### config.mk
export PLATFORM = sky130hd
export DESIGN_NAME = acf_bank
export DESIGN_NICKNAME = d
export VERILOG_FILES = /design/src/rtl/acf_pkg.sv /design/src/rtl/acf_center.sv /design/src/rtl/acf_pick.sv /design/src/rtl/acf_bank.sv
export SDC_FILE = /design/constraint.sdc
export NUM_CORES = 1
export LEC_CHECK = 0
export ABC_CLOCK_PERIOD_IN_PS = 900
export BUFFER_PORTS_ARGS = -buffer_cell sky130_fd_sc_hd__buf_2
export CAP_MARGIN = 5
export CORE_AREA = 2 2 273 275
export DETAILED_ROUTE_END_ITERATION = 8
export DIE_AREA = 0 0 275 277
export PLACE_DENSITY_LB_ADDON = 0.3
export REMOVE_ABC_BUFFERS = 1
export SETUP_SLACK_MARGIN = 0.2
export SYNTH_ARGS = -nofsm -noshare
export SYNTH_HDL_FRONTEND = slang
export SYNTH_SLANG_ARGS = --single-unit
### constraint.sdc
create_clock -name clk -period 0.9 [get_ports clk]
set_clock_uncertainty 0.05 [all_clocks]
set_input_delay 0.09 -clock clk [delete_from_list [all_inputs] [get_ports clk]]
set_output_delay 0.09 -clock clk [all_outputs]
set_load 0.005 [all_outputs]
### src/rtl/acf_pkg.sv
package acf_pkg;
   localparam int DLC_W = 4;

   // Media bytes take part only in data frames that carry both bytes.
   function automatic logic media_needed(input logic rtr, input logic [DLC_W-1:0] dlc);
      return !rtr && (dlc >= DLC_W'(2));
   endfunction
endpackage

### src/rtl/acf_center.sv
module acf_center #(
   parameter int EXT_W = 29,
   parameter int STD_W = 11
) (
   input  logic [EXT_W-1:0] f_id,
   input  logic             f_ext,
   input  logic             f_rtr,
   input  logic             media_ok,
   input  logic [EXT_W-1:0] sel_mask,
   input  logic [EXT_W-1:0] acc_id,
   input  logic             dir_tx,
   input  logic             ext_mode,
   input  logic             mask_en,
   input  logic             ready,
   input  logic             inhibit,
   input  logic             fresh,
   input  logic             armed,
   output logic             hit
);
   localparam logic [EXT_W-1:0] STD_FULL = EXT_W'((64'd1 << STD_W) - 64'd1);

   logic [EXT_W-1:0] cmp_mask;
   logic             id_ok, fmt_ok, rx_take, tx_fire;

   always_comb begin
      if (mask_en) cmp_mask = sel_mask;
      else         cmp_mask = f_ext ? '1 : STD_FULL;
   end

   assign id_ok   = ((f_id ^ acc_id) & cmp_mask) == '0;
   assign fmt_ok  = (ext_mode == f_ext);
   assign rx_take = !dir_tx && ready && media_ok;
   assign tx_fire = dir_tx && f_rtr && ready && !inhibit && fresh && armed;
   assign hit     = id_ok && fmt_ok && (rx_take || tx_fire);
endmodule

### src/rtl/acf_pick.sv
module acf_pick #(
   parameter int N     = 5,
   parameter int IDX_W = 3
) (
   input  logic [N-1:0]     req,
   output logic [N-1:0]     grant,
   output logic [IDX_W-1:0] idx,
   output logic             any
);
   always_comb begin
      idx = '0;
      for (int i = N - 1; i >= 0; i--) begin
         if (req[i]) idx = IDX_W'(i + 1);
      end
   end

   assign grant = req & ~(req - N'(1));
   assign any   = |req;
endmodule

### src/rtl/acf_bank.sv
module acf_bank #(
   parameter int NUM_CTR = 15,
   parameter int STD_W   = 11,
   parameter int EXT_W   = 29,
   parameter int MEDIA_W = 16,
   parameter int IDX_W   = $clog2(NUM_CTR + 1)
) (
   input  logic                     clk,
   input  logic                     rst_n,
   input  logic                     frm_vld,
   input  logic [EXT_W-1:0]         frm_id,
   input  logic                     frm_ext,
   input  logic                     frm_rtr,
   input  logic [3:0]               frm_dlc,
   input  logic [MEDIA_W-1:0]       frm_media,
   input  logic [NUM_CTR*EXT_W-1:0] ctr_id,
   input  logic [NUM_CTR-1:0]       ctr_tx,
   input  logic [NUM_CTR-1:0]       ctr_ext,
   input  logic [NUM_CTR-1:0]       ctr_mask_en,
   input  logic [NUM_CTR-1:0]       ctr_rdy,
   input  logic [NUM_CTR-1:0]       ctr_inhibit,
   input  logic [NUM_CTR-1:0]       ctr_fresh,
   input  logic [NUM_CTR-1:0]       ctr_armed,
   input  logic [STD_W-1:0]         std_mask,
   input  logic [EXT_W-1:0]         ext_mask,
   input  logic [EXT_W-1:0]         last_mask,
   input  logic [MEDIA_W-1:0]       media_val,
   input  logic [MEDIA_W-1:0]       media_mask,
   output logic                     hit_vld,
   output logic [IDX_W-1:0]         hit_idx,
   output logic                     tx_req
);
   import acf_pkg::*;

   localparam int REG_N = NUM_CTR - 1;
   localparam logic [NUM_CTR-1:0] RX_ONLY_LAST = ~(NUM_CTR'(1) << (NUM_CTR - 1));
   localparam logic [EXT_W-1:0]   STD_FULL = EXT_W'((64'd1 << STD_W) - 64'd1);

   if (NUM_CTR < 2) begin : g_bad_n
      $error("acf_bank: NUM_CTR must be at least 2");
   end
   if (STD_W >= EXT_W) begin : g_bad_w
      $error("acf_bank: STD_W must be below EXT_W");
   end
   if (IDX_W < $clog2(NUM_CTR + 1)) begin : g_bad_idx
      $error("acf_bank: IDX_W too narrow for NUM_CTR");
   end

   logic [NUM_CTR-1:0] tx_eff, hit_raw;
   logic [EXT_W-1:0]   glob_mask, own_mask;
   logic               media_ok;
   logic [REG_N-1:0]   grant;
   logic [IDX_W-1:0]   pick_idx;
   logic               any_reg, any_hit, win_tx;

   assign tx_eff    = ctr_tx & RX_ONLY_LAST;
   assign media_ok  = !media_needed(frm_rtr, frm_dlc)
                      || (((frm_media ^ media_val) & media_mask) == '0);
   assign glob_mask = frm_ext ? ext_mask : {{(EXT_W-STD_W){1'b0}}, std_mask};
   assign own_mask  = frm_ext ? last_mask : (last_mask & STD_FULL);

   for (genvar c = 0; c < NUM_CTR; c++) begin : g_ctr
      logic [EXT_W-1:0] msk;
      if (c == NUM_CTR - 1) begin : g_catch
         assign msk = own_mask;
      end else begin : g_reg
         assign msk = glob_mask;
      end
      acf_center #(.EXT_W(EXT_W), .STD_W(STD_W)) u_ctr (
         .f_id     (frm_id),
         .f_ext    (frm_ext),
         .f_rtr    (frm_rtr),
         .media_ok (media_ok),
         .sel_mask (msk),
         .acc_id   (ctr_id[c*EXT_W +: EXT_W]),
         .dir_tx   (tx_eff[c]),
         .ext_mode (ctr_ext[c]),
         .mask_en  (ctr_mask_en[c]),
         .ready    (ctr_rdy[c]),
         .inhibit  (ctr_inhibit[c]),
         .fresh    (ctr_fresh[c]),
         .armed    (ctr_armed[c]),
         .hit      (hit_raw[c])
      );
   end

   acf_pick #(.N(REG_N), .IDX_W(IDX_W)) u_pick (
      .req   (hit_raw[REG_N-1:0]),
      .grant (grant),
      .idx   (pick_idx),
      .any   (any_reg)
   );

   assign any_hit = any_reg || hit_raw[NUM_CTR-1];
   assign win_tx  = |(grant & tx_eff[REG_N-1:0]);

   always_ff @(posedge clk or negedge rst_n) begin
      if (!rst_n) begin
         hit_vld <= 1'b0;
         hit_idx <= '0;
         tx_req  <= 1'b0;
      end else if (frm_vld && any_hit) begin
         hit_vld <= 1'b1;
         hit_idx <= any_reg ? pick_idx : IDX_W'(NUM_CTR);
         tx_req  <= any_reg && win_tx;
      end else begin
         hit_vld <= 1'b0;
         hit_idx <= '0;
         tx_req  <= 1'b0;
      end
   end

   // a result only follows a presented frame
   a_r2_vld_follows_frame: assert property (@(posedge clk) disable iff (!rst_n)
      hit_vld |-> $past(frm_vld));
   // idle outputs are zero
   a_r2_idle_zero: assert property (@(posedge clk) disable iff (!rst_n)
      !hit_vld |-> (hit_idx == '0 && !tx_req));
   // reported center number lies in range
   a_r8_idx_range: assert property (@(posedge clk) disable iff (!rst_n)
      hit_vld |-> (hit_idx >= IDX_W'(1) && hit_idx <= IDX_W'(NUM_CTR)));
   // picker grants at most one ordinary center
   a_r8_grant_onehot: assert property (@(posedge clk) disable iff (!rst_n)
      $onehot0(grant));
   // catch-all loses to any ordinary hit
   a_r9_catch_yields: assert property (@(posedge clk) disable iff (!rst_n)
      (frm_vld && any_reg) |=> (hit_idx != IDX_W'(NUM_CTR)));
   // catch-all never raises a transmit request
   a_r9_catch_no_tx: assert property (@(posedge clk) disable iff (!rst_n)
      (hit_vld && hit_idx == IDX_W'(NUM_CTR)) |-> !tx_req);
   // transmit requests answer remote frames only
   a_r10_tx_remote: assert property (@(posedge clk) disable iff (!rst_n)
      tx_req |-> (hit_vld && $past(frm_rtr)));
endmodule

Word level (Yosys, flattened, before mapping)
Cells that the tools add are included.

operators by class
  add/subtract/negate cells = 1
  order comparisons = 1
  mux-type cells = 36
  reductions and logical operators = 196
  eq/ne operators = 15
  bitwise gates (word level) = 35

operators by type and width
  cell                                                                    count
  29-bit 2-to-1 mux                                                       18
  29-bit bitwise AND                                                      15
  29-bit logical NOT                                                      15
  29-bit bitwise XOR                                                      15
  1-bit logical AND                                                       132
  4-bit 2-to-1 mux                                                        16
  1-bit logical NOT                                                       30
  14-bit bitwise AND                                                      2
  14-bit OR reduction                                                     2
  16-bit bitwise AND                                                      1
  16-bit logical NOT                                                      1
  1-bit logical OR                                                        16
  16-bit bitwise XOR                                                      1
  1-bit == test                                                           15
  14-bit NOT                                                              1
  14-bit by 1-bit subtractor with 14-bit output (second input constant)   1
  4-bit by 2-bit >= comparator with 1-bit output (second input constant)  1
  1-bit 2-to-1 mux                                                        2

word-level totals
  output and inout bits = 6
  flip-flop bits (word level) = 6
  input port bits = 695

Logic depth before layout (Yosys ltp)
  depth in word-level cells = 23
  depth in mapped cells = 13
  gate-level depth less buffers = 9

Modules after synthesis
A second synthesis with hierarchy kept.

second synthesis, totals
  cell total of the unflattened synthesis = 1565
  area, all modules = 10598.9 µm²

modules (own cells, without submodules)
  module      area an instance (µm²)  seq. area each (µm²)  instances  cells an instance
  acf_center  629.4                   0.0                   15         94
  acf_bank    870.8                   150.1                 1          108
  acf_pick    287.8                   0.0                   1          47

Least setup slack after synthesis
OpenSTA, ideal clock, no wires.

  path type = input port to flip-flop
  start point = in frm_ext
  end point = reg tx_req
  stages = 12
  library setup time = 0.124 ns
  arrival = 2.560 ns
  setup slack = -1.834 ns
  path through = buf_6 -> buf_6 -> mux2i_4 -> buf_2 -> a21oi_1 -> or4_1 -> nor4_2 -> o2111ai_2 -> mux2_4 -> a221o_1 -> o22ai_2 -> a21oi_1

between the ends
  word-level cells in the longest chain between the ends = 13

RTL lines
  element                                        RTL line                          RTL
  from (decl)                                    acf_bank.sv:12                    input logic frm_ext,
  29-bit 2-to-1 mux (on tied branches)           acf_bank.sv:59, acf_center.sv:27
  29-bit 2-to-1 mux                              acf_center.sv:26                  if (mask_en) cmp_mask = sel_mask;
  29-bit bitwise AND                             acf_center.sv:30                  assign id_ok = ((f_id ^ acc_id) & cmp_mask) == '0;
  29-bit logical NOT                             acf_center.sv:30
  1-bit logical AND (2 in a row)                 acf_center.sv:34                  assign hit = id_ok && fmt_ok && (rx_take || tx_fire);
  14-bit by 1-bit subtractor with 14-bit output  acf_pick.sv:17                    assign grant = req & ~(req - N'(1));
  14-bit NOT                                     acf_pick.sv:17
  14-bit bitwise AND                             acf_pick.sv:17
  14-bit bitwise AND                             acf_bank.sv:95                    assign win_tx = |(grant & tx_eff[REG_N-1:0]);
  14-bit OR reduction                            acf_bank.sv:95
  1-bit logical AND                              acf_bank.sv:105                   tx_req <= any_reg && win_tx;
  1-bit 2-to-1 mux *                             acf_bank.sv:102                   end else if (frm_vld && any_hit) begin
  to (signal assigned)                           acf_bank.sv:105
  to (decl)                                      acf_bank.sv:31                    output logic tx_req

Mark *: on every way between the ends. The rest lies on a longest branch, timed or not.

Final worst setup path
  start point = in frm_id[23]
  end point = reg tx_req

between the ends
  word-level cells in the longest chain between the ends = 12

RTL lines
  element                                        RTL line          RTL
  from (decl)                                    acf_bank.sv:11    input logic [EXT_W-1:0] frm_id,
  29-bit bitwise XOR                             acf_center.sv:30
  29-bit bitwise AND                             acf_center.sv:30
  29-bit logical NOT                             acf_center.sv:30
  1-bit logical AND (2 in a row)                 acf_center.sv:34
  14-bit by 1-bit subtractor with 14-bit output  acf_pick.sv:17
  14-bit NOT                                     acf_pick.sv:17
  14-bit bitwise AND                             acf_pick.sv:17
  14-bit bitwise AND                             acf_bank.sv:95
  14-bit OR reduction                            acf_bank.sv:95
  1-bit logical AND                              acf_bank.sv:105
  1-bit 2-to-1 mux *                             acf_bank.sv:102

Marked as above.

==> impl_metrics.py <==
metrics = {
    "outcome": {
        "status": "finished with violations",
        "violations": "negative setup slack",
    },
    "placed_design": {
        "gp_congestion": 0.945,
        "post-place-cells": 3301,
        "io_buffers": 695,
        "dpl.hpwl_microns": 74500,
        "dpl_cell_area_sq_mm": 0.0168,
    },
    "timing": {
        "period_share": 3.16,
        "worst_pin_slew_ns": 0.504,
        "fmax_ghz": 0.352,
        "slew_violations": 0,
        "hold_viol_final": 0,
        "period_minus_slack_ns": 2.84,
        "holdWs_ns": 0.248,
        "rsz0062_at_grt": "yes",
        "maxSlewHeadroom": 0.661,
        "setup_viol": 8,
        "finalWorstSetupSlack_ns": -1.94,
    },
    "pwr": {
        "combPwrFrac": 0.909,
        "finalPower_w": 0.0112,
        "pwr-share-clk": 0.066,
        "power_density_mw_per_mm2": 601,
        "irDropWorstVdd_v": 0.000385,
        "power.leakage_nw": 8.13,
        "switching_share": 0.481,
        "p_sw_w": 0.00537,
        "pwr-share-seq": 0.024,
        "p_int_w": 0.00580,
    },
    "synthesis": {
        "syn-instance-count": 1430,
        "yosys-top-cells-area": "xnor2_1 (26%), xor2_1 (12%), a21oi_1 (10%)",
        "synth_common_cells": "xnor2_1 (298), a21oi_1 (201), xor2_1 (135)",
        "async_flop_share": 1.00,
        "synth.area.mux_share": 0.0188,
        "synth-adder-area-share": 0,
        "yosysTopAreaCellShare": 0.264,
        "synth.most_common_cell": "xnor2_1",
        "avgSynthCellArea_sq_um": 6.90,
        "yosys_register_bits": 6,
        "synth-compound-area-share": 0.298,
        "ys_types": 72,
        "synth_edf_count": 0,
        "synth_area_sq_mm": 0.00987,
        "synth-xor-area-share": 0.388,
        "ys_warn_count": 0,
        "yosys.area.top_type": "xnor2_1",
        "synth_flop_cell": "dfrtp_1",
        "synth_top_family_by_area": "XOR/XNOR gates",
        "yosysSeqAreaShare": 0.0152,
        "synthSimpleGateAreaFrac": 0.195,
    },
    "grt": {
        "grt_antenna_before_repair": 20,
        "grt_usage": 0.209,
        "busiest_layer": "met2",
        "grt_max_degree": 32,
        "grt.met3_usage": 0.0277,
        "first_global_vias": 15600,
        "overflow": 0,
        "grtUsageMet2": 0.369,
        "grt_pass1_wl_microns": 114000,
        "use_met1": 0.259,
    },
    "final_layout": {
        "fin_cells": 3361,
        "postLayoutCoreUtil": 0.253,
        "area.growth.synth_to_final_pct": 88.4,
        "stdcell_area_sq_mm": 0.0186,
        "final_nets": 3080,
        "layout-drive-gt1-share": 0.499,
    },
    "setup_path": {
        "path_class": "input port to flop",
        "cp.required_ns": 1.01,
        "worst-path-max-fanout": 3,
        "cp_slowest_cell": "or4_4",
        "startpoint_type": "input port",
        "critical-path-max-stage-delay_ns": 0.60,
        "crit_buf_inv": 4,
        "cp-end-kind": "flop",
        "arrival_ns": 2.95,
        "crit_family": "simple AND/OR/NAND/NOR gates",
        "path_cells": "buf_12 > buf_12 > xnor2_1 > o22ai_1 > or4_4 > o41a_1 > buf_4 > or4_1 > a31oi_2 > buf_4 > o21ai_2 > a21oi_2",
    },
    "routing": {
        "drt_iter0_drc": 901,
        "wl_per_cell_microns": 25.1,
        "viasPerCell": 4.49,
        "drt_first_pass_iters": 5,
        "postRouteAntennaNets": 0,
        "route.vias.total": 15100,
        "drc": 0,
        "wl_microns": 84500,
    },
    "worst_hold_path": {
        "hold_class": "input port to flop",
    },
    "clock_tree": {
        "cts_buffers": 3,
        "cts_tree": "yes",
        "root_buffer": "clkbuf_16",
        "clk_path_buf_depth": 2,
        "cts_sinks": 6,
        "h-tree-depth": 1,
        "path_clk_slew_ns": 0.04,
    },
    "floorplanning": {
        "io_pins": 701,
        "start_util": 0.134,
        "core_sq_mm": 0.0736,
        "core.rowCount": 100,
        "die_area_sq_mm": 0.0762,
        "die_h_microns": 277,
        "dieWidth_microns": 275,
    },
    "flow_run": {
        "drv_cap": 0,
    },
}
## cell families after synthesis
kind of cell           after synthesis
multiplexers                        13
AND/OR/NAND/NOR                    319
buffers and inverters              158
XOR/XNOR                           435
AO/OA/AOI/OAI                      499
flip-flops                           6
## state kept, by name (all words and copies together) (netlist names)
| name | count |
|---|---|
| hit_idx | 4 |
| tx_req | 1 |
| hit_vld | 1 |
## cells in the final DEF (no fill, tap or decap), types with 6 or more instances in the layout
master / Yosys / layout
inv_1: 30 / 30
buf_12: 2 / 47
nor4_1: 58 / 53
or4_4: 0 / 13
o21ai_0: 111 / 106
or4_1: 21 / 8
a21oi_1: 201 / 189
a22oi_1: 11 / 11
nor2_1: 16 / 15
and4b_1: 12 / 12
buf_6: 14 / 49
xor2_1: 135 / 132
o41a_1: 6 / 6
dfrtp_1: 6 / 6
nand2_1: 42 / 41
nand3_1: 12 / 12
nor4_2: 1 / 6
buf_8: 1 / 10
o22ai_1: 90 / 87
nand4_1: 32 / 32
o211ai_1: 13 / 13
buf_2: 53 / 656
nor2b_1: 95 / 94
a21oi_2: 0 / 12
xnor2_2: 2 / 21
a21boi_0: 16 / 16
mux2i_4: 4 / 9
xnor2_1: 298 / 272
buf_4: 7 / 308
nor3_1: 11 / 11
xnor2_4: 0 / 7
diode_2: 0 / 9
## metal layers
layer  vias up  wire length [microns]  share of wire
li1       7092                      -              -
met1      7068                  35100           0.42
met2       786                  40800           0.48
met3       136                   5630          0.067
met4         8                   2910          0.034
met5         -                     48        0.00057
## stage by stage
step | setup TNS (ns) | setup WS [ns]
after floorplan | -10.31 | -1.80
after global placement | -14.61 | -2.52
after detailed placement | -14.57 | -2.50
after CTS | -11.25 | -1.94
after global routing | -11.63 | -2.04
final | -11.09 | -1.94
## path summary, 6_finish.rpt
path | startpoint | end | slack [ns] | cells after the start
hold / removal | ctr_tx[0] | tx_req$_DFF_PN0_ | 0.25 | 4
min in group asynchronous | rst_n | tx_req$_DFF_PN0_ | 0.31 | 2
setup / recovery | frm_id[23] | tx_req$_DFF_PN0_ | -1.94 | 12
max in group asynchronous | rst_n | hit_idx[3]$_DFF_PN0_ | 0.31 | 2
## power by group through the flow
stage / sequential (W) / clock, W / combinational (W)
global placement: 0.000277 / 0 / 0.00929
detailed placement: 0.000277 / 0 / 0.00925
floorplan: 0.000276 / 0 / 0.00336
finish: 0.000274 / 0.000739 / 0.0102
global route: 0.000274 / 0.000757 / 0.0108
CTS: 0.000274 / 0.000739 / 0.00988
## repair_timing
item / 4_1_cts / 5_1_grt
hold buffers: 1 / 0
endpoints found under the hold margin: 6 / 0
buffers inserted: 32 / 12
setup endpoints to repair: 12 / 12
gates resized for setup: 178 / 67
cloned: 1 / 2
pin swaps: 48 / 48
## cell type report
cell class | instances | area (sq um)
Multi-Input combinational cell | 1266 | 9620
Sequential cell | 6 | 150
Tap cell | 969 | 1210
Antenna cell | 9 | 22.5
Clock buffer | 3 | 75.1
Timing Repair Buffer | 1078 | 7400
Fill cell | 8280 | 55000
Inverter | 30 | 113
Note: power is estimated with default switching activity, not from simulation.
